**src/rtl/tlb_stage_pkg.sv**
```systemverilog
package tlb_stage_pkg;
  localparam int TID_W   = 8;
  localparam int HI_W    = 4;
  localparam int SEL_W   = 4;
  localparam int EPN_W   = 22;
  localparam int LO_W    = 20;

  typedef struct packed {
    logic             valid;
    logic             prot;
    logic [TID_W-1:0] tid;
    logic             space;
    logic [3:0]       size;
    logic [EPN_W-1:0] epn;
    logic [4:0]       attr;
    logic [LO_W-1:0]  pa_lo;
    logic [HI_W-1:0]  pa_hi;
    logic [3:0]       ubits;
    logic [5:0]       perm;
  } entry_t;

  localparam int ENTRY_W = $bits(entry_t);
endpackage

```
**src/rtl/tlb_stage_decode.sv**
```systemverilog
module tlb_stage_decode #(
  parameter int WAYS   = 4,
  parameter int SETS   = 4,
  parameter int T1_N   = 4,
  parameter int ADDR_W = 5
) (
  input  logic              wr_cmd,
  input  logic              rd_cmd,
  input  logic [31:0]       ctl,
  input  logic [31:0]       page,
  output logic [ADDR_W-1:0] addr,
  output logic              bad,
  output logic              mem_we,
  output logic              do_read
);
  localparam int WAY_B = $clog2(WAYS);
  localparam int SET_B = $clog2(SETS);
  localparam int T1_B  = $clog2(T1_N);
  localparam int T0_N  = WAYS * SETS;

  logic       arr;
  logic [3:0] esel;
  logic [1:0] qual;

  always_comb begin
    arr  = ctl[28];
    esel = ctl[19:16];
    qual = ctl[13:12];
    bad  = arr ? (32'(esel) >= T1_N) : (32'(esel) >= WAYS);
    if (arr)
      addr = ADDR_W'(T0_N) + ADDR_W'(esel[T1_B-1:0]);
    else
      addr = ADDR_W'({page[12 +: SET_B], esel[WAY_B-1:0]});
    mem_we  = wr_cmd && !bad && !qual[1];
    do_read = rd_cmd && !wr_cmd && !bad;
  end
endmodule

```
**src/rtl/tlb_stage_ram.sv**
```systemverilog
module tlb_stage_ram #(
  parameter int DEPTH  = 20,
  parameter int WIDTH  = 76,
  parameter int ADDR_W = 5
) (
  input  logic              clk,
  input  logic              we,
  input  logic [ADDR_W-1:0] addr,
  input  logic [WIDTH-1:0]  wdata,
  output logic [WIDTH-1:0]  rdata
);
  logic [WIDTH-1:0] mem [DEPTH];

  always_ff @(posedge clk) begin
    if (we) mem[addr] <= wdata;
  end

  assign rdata = mem[addr];
endmodule

```
**src/rtl/tlb_stage_store.sv**
```systemverilog
module tlb_stage_store
  import tlb_stage_pkg::*;
#(
  parameter int WAYS = 4,
  parameter int SETS = 4,
  parameter int T1_N = 4
) (
  input  logic        clk,
  input  logic        rst,
  input  logic        wr_cmd_i,
  input  logic        rd_cmd_i,
  input  logic [31:0] ctl_i,
  input  logic [31:0] tag_i,
  input  logic [31:0] page_i,
  input  logic [31:0] phys_i,
  input  logic [31:0] phys_hi_i,
  input  logic [3:0]  nv_i,
  input  logic [1:0]  cfg_var_size_i,
  input  logic [1:0]  cfg_prot_ok_i,
  input  logic [7:0]  cfg_min_size_i,
  output logic        done_o,
  output logic        err_o,
  output logic [31:0] ctl_o,
  output logic [31:0] tag_o,
  output logic [31:0] page_o,
  output logic [31:0] phys_o,
  output logic [31:0] phys_hi_o
);
  localparam int DEPTH  = WAYS * SETS + T1_N;
  localparam int ADDR_W = $clog2(DEPTH);

  logic [ADDR_W-1:0]  addr;
  logic               bad, mem_we, do_read;
  entry_t             wr_e, rd_e;
  logic [ENTRY_W-1:0] rd_raw;
  logic               arr;

  tlb_stage_decode #(.WAYS(WAYS), .SETS(SETS), .T1_N(T1_N), .ADDR_W(ADDR_W)) u_dec (
    .wr_cmd(wr_cmd_i), .rd_cmd(rd_cmd_i), .ctl(ctl_i), .page(page_i),
    .addr(addr), .bad(bad), .mem_we(mem_we), .do_read(do_read)
  );

  tlb_stage_ram #(.DEPTH(DEPTH), .WIDTH(ENTRY_W), .ADDR_W(ADDR_W)) u_ram (
    .clk(clk), .we(mem_we), .addr(addr), .wdata(wr_e), .rdata(rd_raw)
  );

  assign arr  = ctl_i[28];
  assign rd_e = entry_t'(rd_raw);

  // Pack staging words into one entry, applying per-array configuration.
  always_comb begin
    wr_e.valid = tag_i[31];
    wr_e.prot  = tag_i[30] & (arr ? cfg_prot_ok_i[1] : cfg_prot_ok_i[0]);
    wr_e.tid   = tag_i[16 +: TID_W];
    wr_e.space = tag_i[12];
    if (arr ? cfg_var_size_i[1] : cfg_var_size_i[0])
      wr_e.size = tag_i[11:8];
    else
      wr_e.size = arr ? cfg_min_size_i[7:4] : cfg_min_size_i[3:0];
    wr_e.epn   = page_i[31:10];
    wr_e.attr  = page_i[4:0];
    wr_e.pa_lo = phys_i[31:12];
    wr_e.pa_hi = phys_hi_i[HI_W-1:0];
    wr_e.ubits = phys_i[9:6];
    wr_e.perm  = phys_i[5:0];
  end

  always_ff @(posedge clk) begin
    if (rst) begin
      done_o    <= 1'b0;
      err_o     <= 1'b0;
      ctl_o     <= '0;
      tag_o     <= '0;
      page_o    <= '0;
      phys_o    <= '0;
      phys_hi_o <= '0;
    end else begin
      done_o <= wr_cmd_i | rd_cmd_i;
      err_o  <= (wr_cmd_i | rd_cmd_i) & bad;
      if (do_read) begin
        ctl_o     <= {3'b0, arr, 8'b0, ctl_i[19:16], 12'b0, nv_i};
        tag_o     <= {1'b1, rd_e.prot, {(14-TID_W){1'b0}}, rd_e.tid,
                      3'b0, rd_e.space, rd_e.size, 8'b0};
        page_o    <= {rd_e.epn, 5'b0, rd_e.attr};
        phys_o    <= {rd_e.pa_lo, 2'b0, rd_e.ubits, rd_e.perm};
        phys_hi_o <= {{(32-HI_W){1'b0}}, rd_e.pa_hi};
      end
    end
  end

  p_done_after_cmd_r9: assert property (@(posedge clk) disable iff (rst)
    (wr_cmd_i || rd_cmd_i) |=> done_o);
  p_done_needs_cmd_r9: assert property (@(posedge clk) disable iff (rst)
    done_o |-> $past(wr_cmd_i || rd_cmd_i));
  p_err_with_done_r8: assert property (@(posedge clk) disable iff (rst)
    err_o |-> done_o);
  p_bad_read_holds_r8: assert property (@(posedge clk) disable iff (rst)
    (rd_cmd_i && !wr_cmd_i && bad) |=> ($stable(phys_o) && $stable(tag_o)));
  p_qual_blocks_r3: assert property (@(posedge clk) disable iff (rst)
    (wr_cmd_i && ctl_i[13]) |-> !mem_we);
  p_read_valid_r6: assert property (@(posedge clk) disable iff (rst)
    (rd_cmd_i && !wr_cmd_i && !bad) |=> tag_o[31]);
  p_write_wins_r10: assert property (@(posedge clk) disable iff (rst)
    wr_cmd_i |=> $stable(page_o));
endmodule

```
**config.mk**
```make
export PLATFORM = sky130hd
export DESIGN_NAME = tlb_stage_store
export DESIGN_NICKNAME = d
export VERILOG_FILES = /design/src/rtl/tlb_stage_pkg.sv /design/src/rtl/tlb_stage_decode.sv /design/src/rtl/tlb_stage_ram.sv /design/src/rtl/tlb_stage_store.sv
export SDC_FILE = /design/constraint.sdc
export NUM_CORES = 2
export LEC_CHECK = 0
export BUFFER_PORTS_ARGS = -buffer_cell sky130_fd_sc_hd__buf_2
export CAP_MARGIN = 0
export CORE_MARGIN = 5
export CORE_UTILIZATION = 40
export CTS_CLUSTER_SIZE = 16
export DETAILED_ROUTE_END_ITERATION = 10
export GPL_TIMING_DRIVEN = 0
export PLACE_DENSITY = 0.66
export SYNTH_ARGS = -nofsm -noshare
export SYNTH_HDL_FRONTEND = slang
export SYNTH_SLANG_ARGS = --single-unit
export TNS_END_PERCENT = 100
```
**constraint.sdc**
```tcl
create_clock -name clk -period 7.1 [get_ports clk]
set_input_delay 0.355 -clock clk [delete_from_list [all_inputs] [get_ports clk]]
set_output_delay 0.355 -clock clk [all_outputs]
set_load 0.05 [all_outputs]
```
# ---- After elaboration in Yosys (flattened, before gate mapping)
# Memory sizes are Yosys's and may differ from the RTL's. A register that Yosys moved wholly into a read port is not among the register bits.
# Cells that the tools add are included.
dict set report word_totals {
  output_inout_bits 162
  wordCells 24
  inputBits 180
  mem_count 1
  register_bits 26
  mem_bits_rw 1520
}
# memory depth width rd rd_clocked_by_memory_dff write_ports line
set memory_table {}
lappend memory_table {u_ram.mem 20 76 1 1 1 tlb_stage_ram.sv:12} ;# logic [WIDTH-1:0] mem [DEPTH];
dict set report classes {
  n_reduce_logical 7
  magnitude_cmp 1
  addsub 1
  mux 7
  bitwise 3
}
# cell count
set ops {}
lappend ops {{$mux 4} 2}
lappend ops {{$add 5x2->5 const A} 1}
lappend ops {{$mux 5} 1}
lappend ops {{$ge 4x3->1 const B} 1}
lappend ops {{$logic_and 1x1->1} 4}
lappend ops {{$mux 1} 4}
lappend ops {{$logic_not 1->1} 3}
lappend ops {{$and 1x1->1} 2}
lappend ops {{$or 1x1->1} 1}

# ---- Logic depth before layout (Yosys ltp)
dict set report depth {
  ltp_word 6
  mapped_depth 9
  ltp_nobuf 4
}

# ---- Cells and area by module
# From an unflattened synthesis, not the netlist that was laid out.
dict set report unflattened {
  cells_unflattened 3373
  area_unflattened_um2 61923.1
}
# module cells_per_inst seq_area_each_um2 instances area_each_um2
set modules_own_cells {}
lappend modules_own_cells {tlb_stage_ram 2992 45643.8 1 58040.7}
lappend modules_own_cells {tlb_stage_store 373 1741.7 1 3823.7}
lappend modules_own_cells {tlb_stage_decode 8 0.0 1 58.8}

# ---- Worst setup path before layout
# No wires, ideal clock.
dict set report synth_timing {
  path_type {input -> register}
  startpoint {input ctl_i[17]}
  endpoint {memory u_ram.mem[10][0], enable pin}
  path_stages 7
  slack_ps 7
  setup_time_ps 600
  arrival_time_ps 6493
  required_ps 6500
  path_buffers 5
  cell_sequence {buf_2 -> buf_4 -> buf_6 -> buf_4 -> buf_2 -> nand3_1 -> nor3_1}
}
dict set report synth_via {
  elab_chain_len 6
  word_cells_on_any_way 8
  classes_between {add/sub (1); order compare (1); mux (3); reduce/logical (3)}
}
# item line
set synth_rtl {}
lappend synth_rtl {{start, declared} tlb_stage_store.sv:12} ;# input logic [31:0] ctl_i,
lappend synth_rtl {{$ge 4x3->1} tlb_stage_decode.sv:29} ;# bad = arr ? (32'(esel) >= T1_N) : (32'(esel) >= WAYS);
lappend synth_rtl {{$logic_not 1->1} tlb_stage_decode.sv:34} ;# mem_we = wr_cmd && !bad && !qual[1];
lappend synth_rtl {{$logic_and 1x1->1 (2 in a row)} tlb_stage_decode.sv:34}
lappend synth_rtl {{$mux 1} tlb_stage_ram.sv:15} ;# if (we) mem[addr] <= wdata;
lappend synth_rtl {{$mux 1 (not written as such)} tlb_stage_ram.sv:15}
lappend synth_rtl {{end, declared} tlb_stage_ram.sv:12}
# Several ways; a longest one is shown, not always the timed one.

# ---- Worst setup path after layout
dict set report layout_timing {
  startpoint {input ctl_i[19]}
  endpoint {memory u_ram.mem[8][28], enable pin}
}
dict set report layout_via {
  elab_chain_len 6
}
# item line
set layout_rtl {}
lappend layout_rtl {{$ge 4x3->1} tlb_stage_decode.sv:29}
lappend layout_rtl {{$logic_not 1->1} tlb_stage_decode.sv:34}
lappend layout_rtl {{$logic_and 1x1->1 (2 in a row)} tlb_stage_decode.sv:34}
lappend layout_rtl {{$mux 1} tlb_stage_ram.sv:15}
lappend layout_rtl {{$mux 1 (not written as such)} tlb_stage_ram.sv:15}
# No other way between the ends.

==> flow_metrics.env <==
export IMPL_outcome="finished, final reports clean"
export IMPL_syn_to_final_growth_pct=18.0
export IMPL_dp_slack_ns=2.94
export IMPL_clk_pin_slew_worst_paths_ns=0.06
export IMPL_period_minus_slack_ns=3.88
export IMPL_synth_seq_area_share_pct=77.4
export IMPL_post_cts_resized=0
export IMPL_power_density_mw_per_mm2=268
export IMPL_yosys_area_top_type="edfxtp_1"
export IMPL_cts_root_buf="clkbuf_16"
export IMPL_die_area_sq_mm=0.159
export IMPL_slew_viol_final=0
export IMPL_num_rows=142
export IMPL_crit_path_end_kind="register"
export IMPL_grt_pass1_wl_um=220000
export IMPL_fin_nets=3631
export IMPL_criticalPathCategory="in2reg"
export IMPL_synth_edf_count=1500
export IMPL_post_drt_wl_per_cell_um=27.0
export IMPL_crit_slowest_cell="nor4b_1"
export IMPL_slew_headroom_pct=7.85
export IMPL_grt_util_met1_pct=24.9
export IMPL_gr_usage_met3_pct=4.82
export IMPL_peakVddDrop_mv=0.166
export IMPL_portBuffers=183
export IMPL_grt_pass1_vias=31900
export IMPL_ys_seq_elements=1587
export IMPL_synthDistinctLibCells=40
export IMPL_use_met2_pct=31.2
export IMPL_drtIter0Drc=2991
export IMPL_cp_num_buf_inv=6
export IMPL_cp_required_ns=7.57
export IMPL_postCtsHoldBufs=77
export IMPL_globalRouteOverflowTotal=0
export IMPL_maxCapViolCount=0
export IMPL_max_stage_delay_ns=0.98
export IMPL_setup_viol=0
export IMPL_min_period_over_period_pct=54.7
export IMPL_synthTopCellsByArea="edfxtp_1 (75%), mux4_2 (11%), mux2i_1 (3.1%), dfxtp_1 (2.9%), buf_4 (1.1%)"
export IMPL_drc=0
export IMPL_drive_gt1_share_pct=27.2
export IMPL_cts_setup_buffers=0
export IMPL_vias=31000
export IMPL_ys_warnings_count=0
export IMPL_routabilityCongestion=0.760
export IMPL_avgSynthCellArea_sq_um=21.0
export IMPL_numCtsBuffers=151
export IMPL_crit_path_max_fanout=9
export IMPL_syn_area_sq_mm=0.0604
export IMPL_path_cells="dlygate4sd3_1, buf_2, nor4b_1, nand2_1, nor3_2, buf_6, buf_6, buf_6, buf_6"
export IMPL_drt_wl_total_um=151000
export IMPL_utilization_pct=47.5
export IMPL_setup_ws_ns=3.22
export IMPL_fmax_mhz=257
export IMPL_antenna_found_initial=13
export IMPL_crit_top_cell="buf_6"
export IMPL_grt_max_degree=28
export IMPL_synthCells=2875
export IMPL_cts_tree="done"
export IMPL_pwr_share_seq_pct=53.8
export IMPL_critPathTopFamily="simple AND/OR/NAND/NOR gates"
export IMPL_grt_util_all_layers_pct=18.9
export IMPL_hpwlAfterDp_um=99900
export IMPL_viasPerCell=5.55
export IMPL_drt_pre_antenna_iters=6
export IMPL_tightest_slew_ns=1.37
export IMPL_cts_sinks=1587
export IMPL_clockBufferDepth=3
export IMPL_comb_power_share_pct=5.5
export IMPL_p_leak_nw=23.3
export IMPL_io_pins=342
export IMPL_clk_latency_ns=0.78
export IMPL_ys_async_sr_fraction_pct=0
export IMPL_die_h_um=399
export IMPL_synth_top_area_share_pct=74.5
export IMPL_antenna_left=0
export IMPL_holdCritPathClass="in2reg"
export IMPL_power_internal_w=0.0150
export IMPL_core_area_sq_mm=0.150
export IMPL_cp_start_kind="primary input"
export IMPL_finClkSkew_ns=0.0263
export IMPL_arrival_ns=4.35
export IMPL_hold_viol=0
export IMPL_pwr_share_clk_pct=40.7
export IMPL_grt_busiest_layer="met2"
export IMPL_fill_cells=12200
export IMPL_start_util_pct=40.3
export IMPL_p_sw_w=0.00410
export IMPL_sw_frac_of_total_pct=21.4
export IMPL_htree_levels=4
export IMPL_synth_main_ff_cell="edfxtp_1"
export IMPL_rsz0062_at_grt="no"
export IMPL_fp_dieW_um=399
==> per-layer routing <==
layer | wire length (um) | vias to the layer above | share of wire (%)
met4 | 4300 | 2 | 2.8
met1 | 59900 | 16400 | 40
met2 | 74200 | 1318 | 49
met5 | 11 | - | 0.0073
li1 | - | 13100 | -
met3 | 12700 | 218 | 8.4
==> layout make-up <==
type,instances,area [sq um],area share [%]
sequential,1587,46800,65.6
multi-input combinational,1110,12600,17.7
clock buffer,201,4140,5.81
timing repair buffer,349,3130,4.39
tap,2016,2520,3.54
buffer,249,1450,2.03
clock inverter,72,604,0.848
antenna,6,15.0,0.0211
inverter,3,11.3,0.0158
==> placed cells by master (no fill, tap or decap), types with 8 or more instances in the layout <==
cell,Yosys,final
edfxtp_1,1500,1500
mux4_2,284,284
buf_2,62,245
mux2i_1,187,187
clkbuf_16,0,157
clkbuf_1,70,108
buf_4,86,88
dfxtp_1,87,87
a21oi_1,84,81
dlygate4sd3_1,0,77
o22ai_1,75,75
conb_1,1,75
a22oi_1,74,74
and2_1,70,70
o221ai_1,70,70
a2111oi_1,56,56
buf_6,15,51
buf_12,0,46
clkinv_1,0,24
clkinv_2,0,24
nand2_1,20,20
buf_1,16,16
nor2_4,0,16
nand3_1,15,15
a2111oi_2,14,14
nor2_1,25,9
nor2b_1,9,8
bufinv_16,0,8
==> kinds of logic after synthesis <==
| family | synth area share, % |
|---|---|
| AO/OA/AOI/OAI | 4.99 |
| buffers and inverters | 2.41 |
| AND/OR/NAND/NOR | 1.51 |
| flip-flops | 77.4 |
| multiplexers | 13.7 |
| other | 0.00620 |
==> cell usage after synthesis, types with 2 or more instances <==
| cell | instances |
|---|---|
| nor3_1 | 4 |
| o211ai_1 | 4 |
| a2111oi_2 | 14 |
| mux2i_1 | 187 |
| nor2b_1 | 9 |
| and3_1 | 2 |
| edfxtp_1 | 1500 |
| o21a_1 | 3 |
| nand3b_1 | 2 |
| dfxtp_1 | 87 |
| buf_4 | 86 |
| o21ai_0 | 5 |
| a22oi_1 | 74 |
| nand2_1 | 20 |
| buf_1 | 16 |
| a31oi_1 | 5 |
| buf_2 | 62 |
| nor4b_1 | 2 |
| a311oi_1 | 3 |
| nor2_1 | 25 |
| o221ai_1 | 70 |
| a21oi_1 | 84 |
| inv_1 | 2 |
| clkbuf_1 | 70 |
| o22ai_1 | 75 |
| nand4_1 | 6 |
| and2_1 | 70 |
| nand2b_1 | 4 |
| nand3_1 | 15 |
| a211oi_1 | 6 |
| buf_6 | 15 |
| a2111oi_1 | 56 |
| mux4_2 | 284 |
| nor3b_1 | 2 |
==> power by group through the flow <==
stage                     combinational [W]  sequential (W)  clock (W)
final                               0.00105          0.0103    0.00780
after global routing                0.00111          0.0103    0.00833
after CTS                           0.00105          0.0103    0.00792
after detailed placement            0.00101          0.0105          0
after global placement             0.000984          0.0105          0
after floorplan                    0.000575          0.0105          0
==> metrics by stage <==
step                      hold slack, ns   TNS, ns  std cells  instance area (sq um)  power [W]
after global placement             0.444  -4477.52       5148                  64200     0.0115
final                             0.0879         0       5593                  71300     0.0191
after detailed placement           0.443         0       5237                  65700     0.0115
after global routing              0.0546         0       5593                  71300     0.0197
after floorplan                    0.454         0       2949                  60700     0.0111
after CTS                         0.0587         0       5587                  71300     0.0193
==> registers in the layout, summed over array words and instances (netlist names) <==
name,flops
phys_o,30
phys_hi_o,4
done_o,1
tag_o,15
page_o,27
u_ram.mem,1500
err_o,1
ctl_o,9
==> final timing paths <==
kind,start,to,slack [ns],depth (start not counted)
setup / recovery,ctl_i[19],u_ram.mem[8][28],3.22,9
hold reg to reg,ctl_o[0],ctl_o[0],0.45,2
hold / removal,page_i[13],u_ram.mem[4][42],0.09,1
setup reg to reg,u_ram.mem[7][2],phys_o[2],5.36,4
Power figures use the tool's default switching activity.
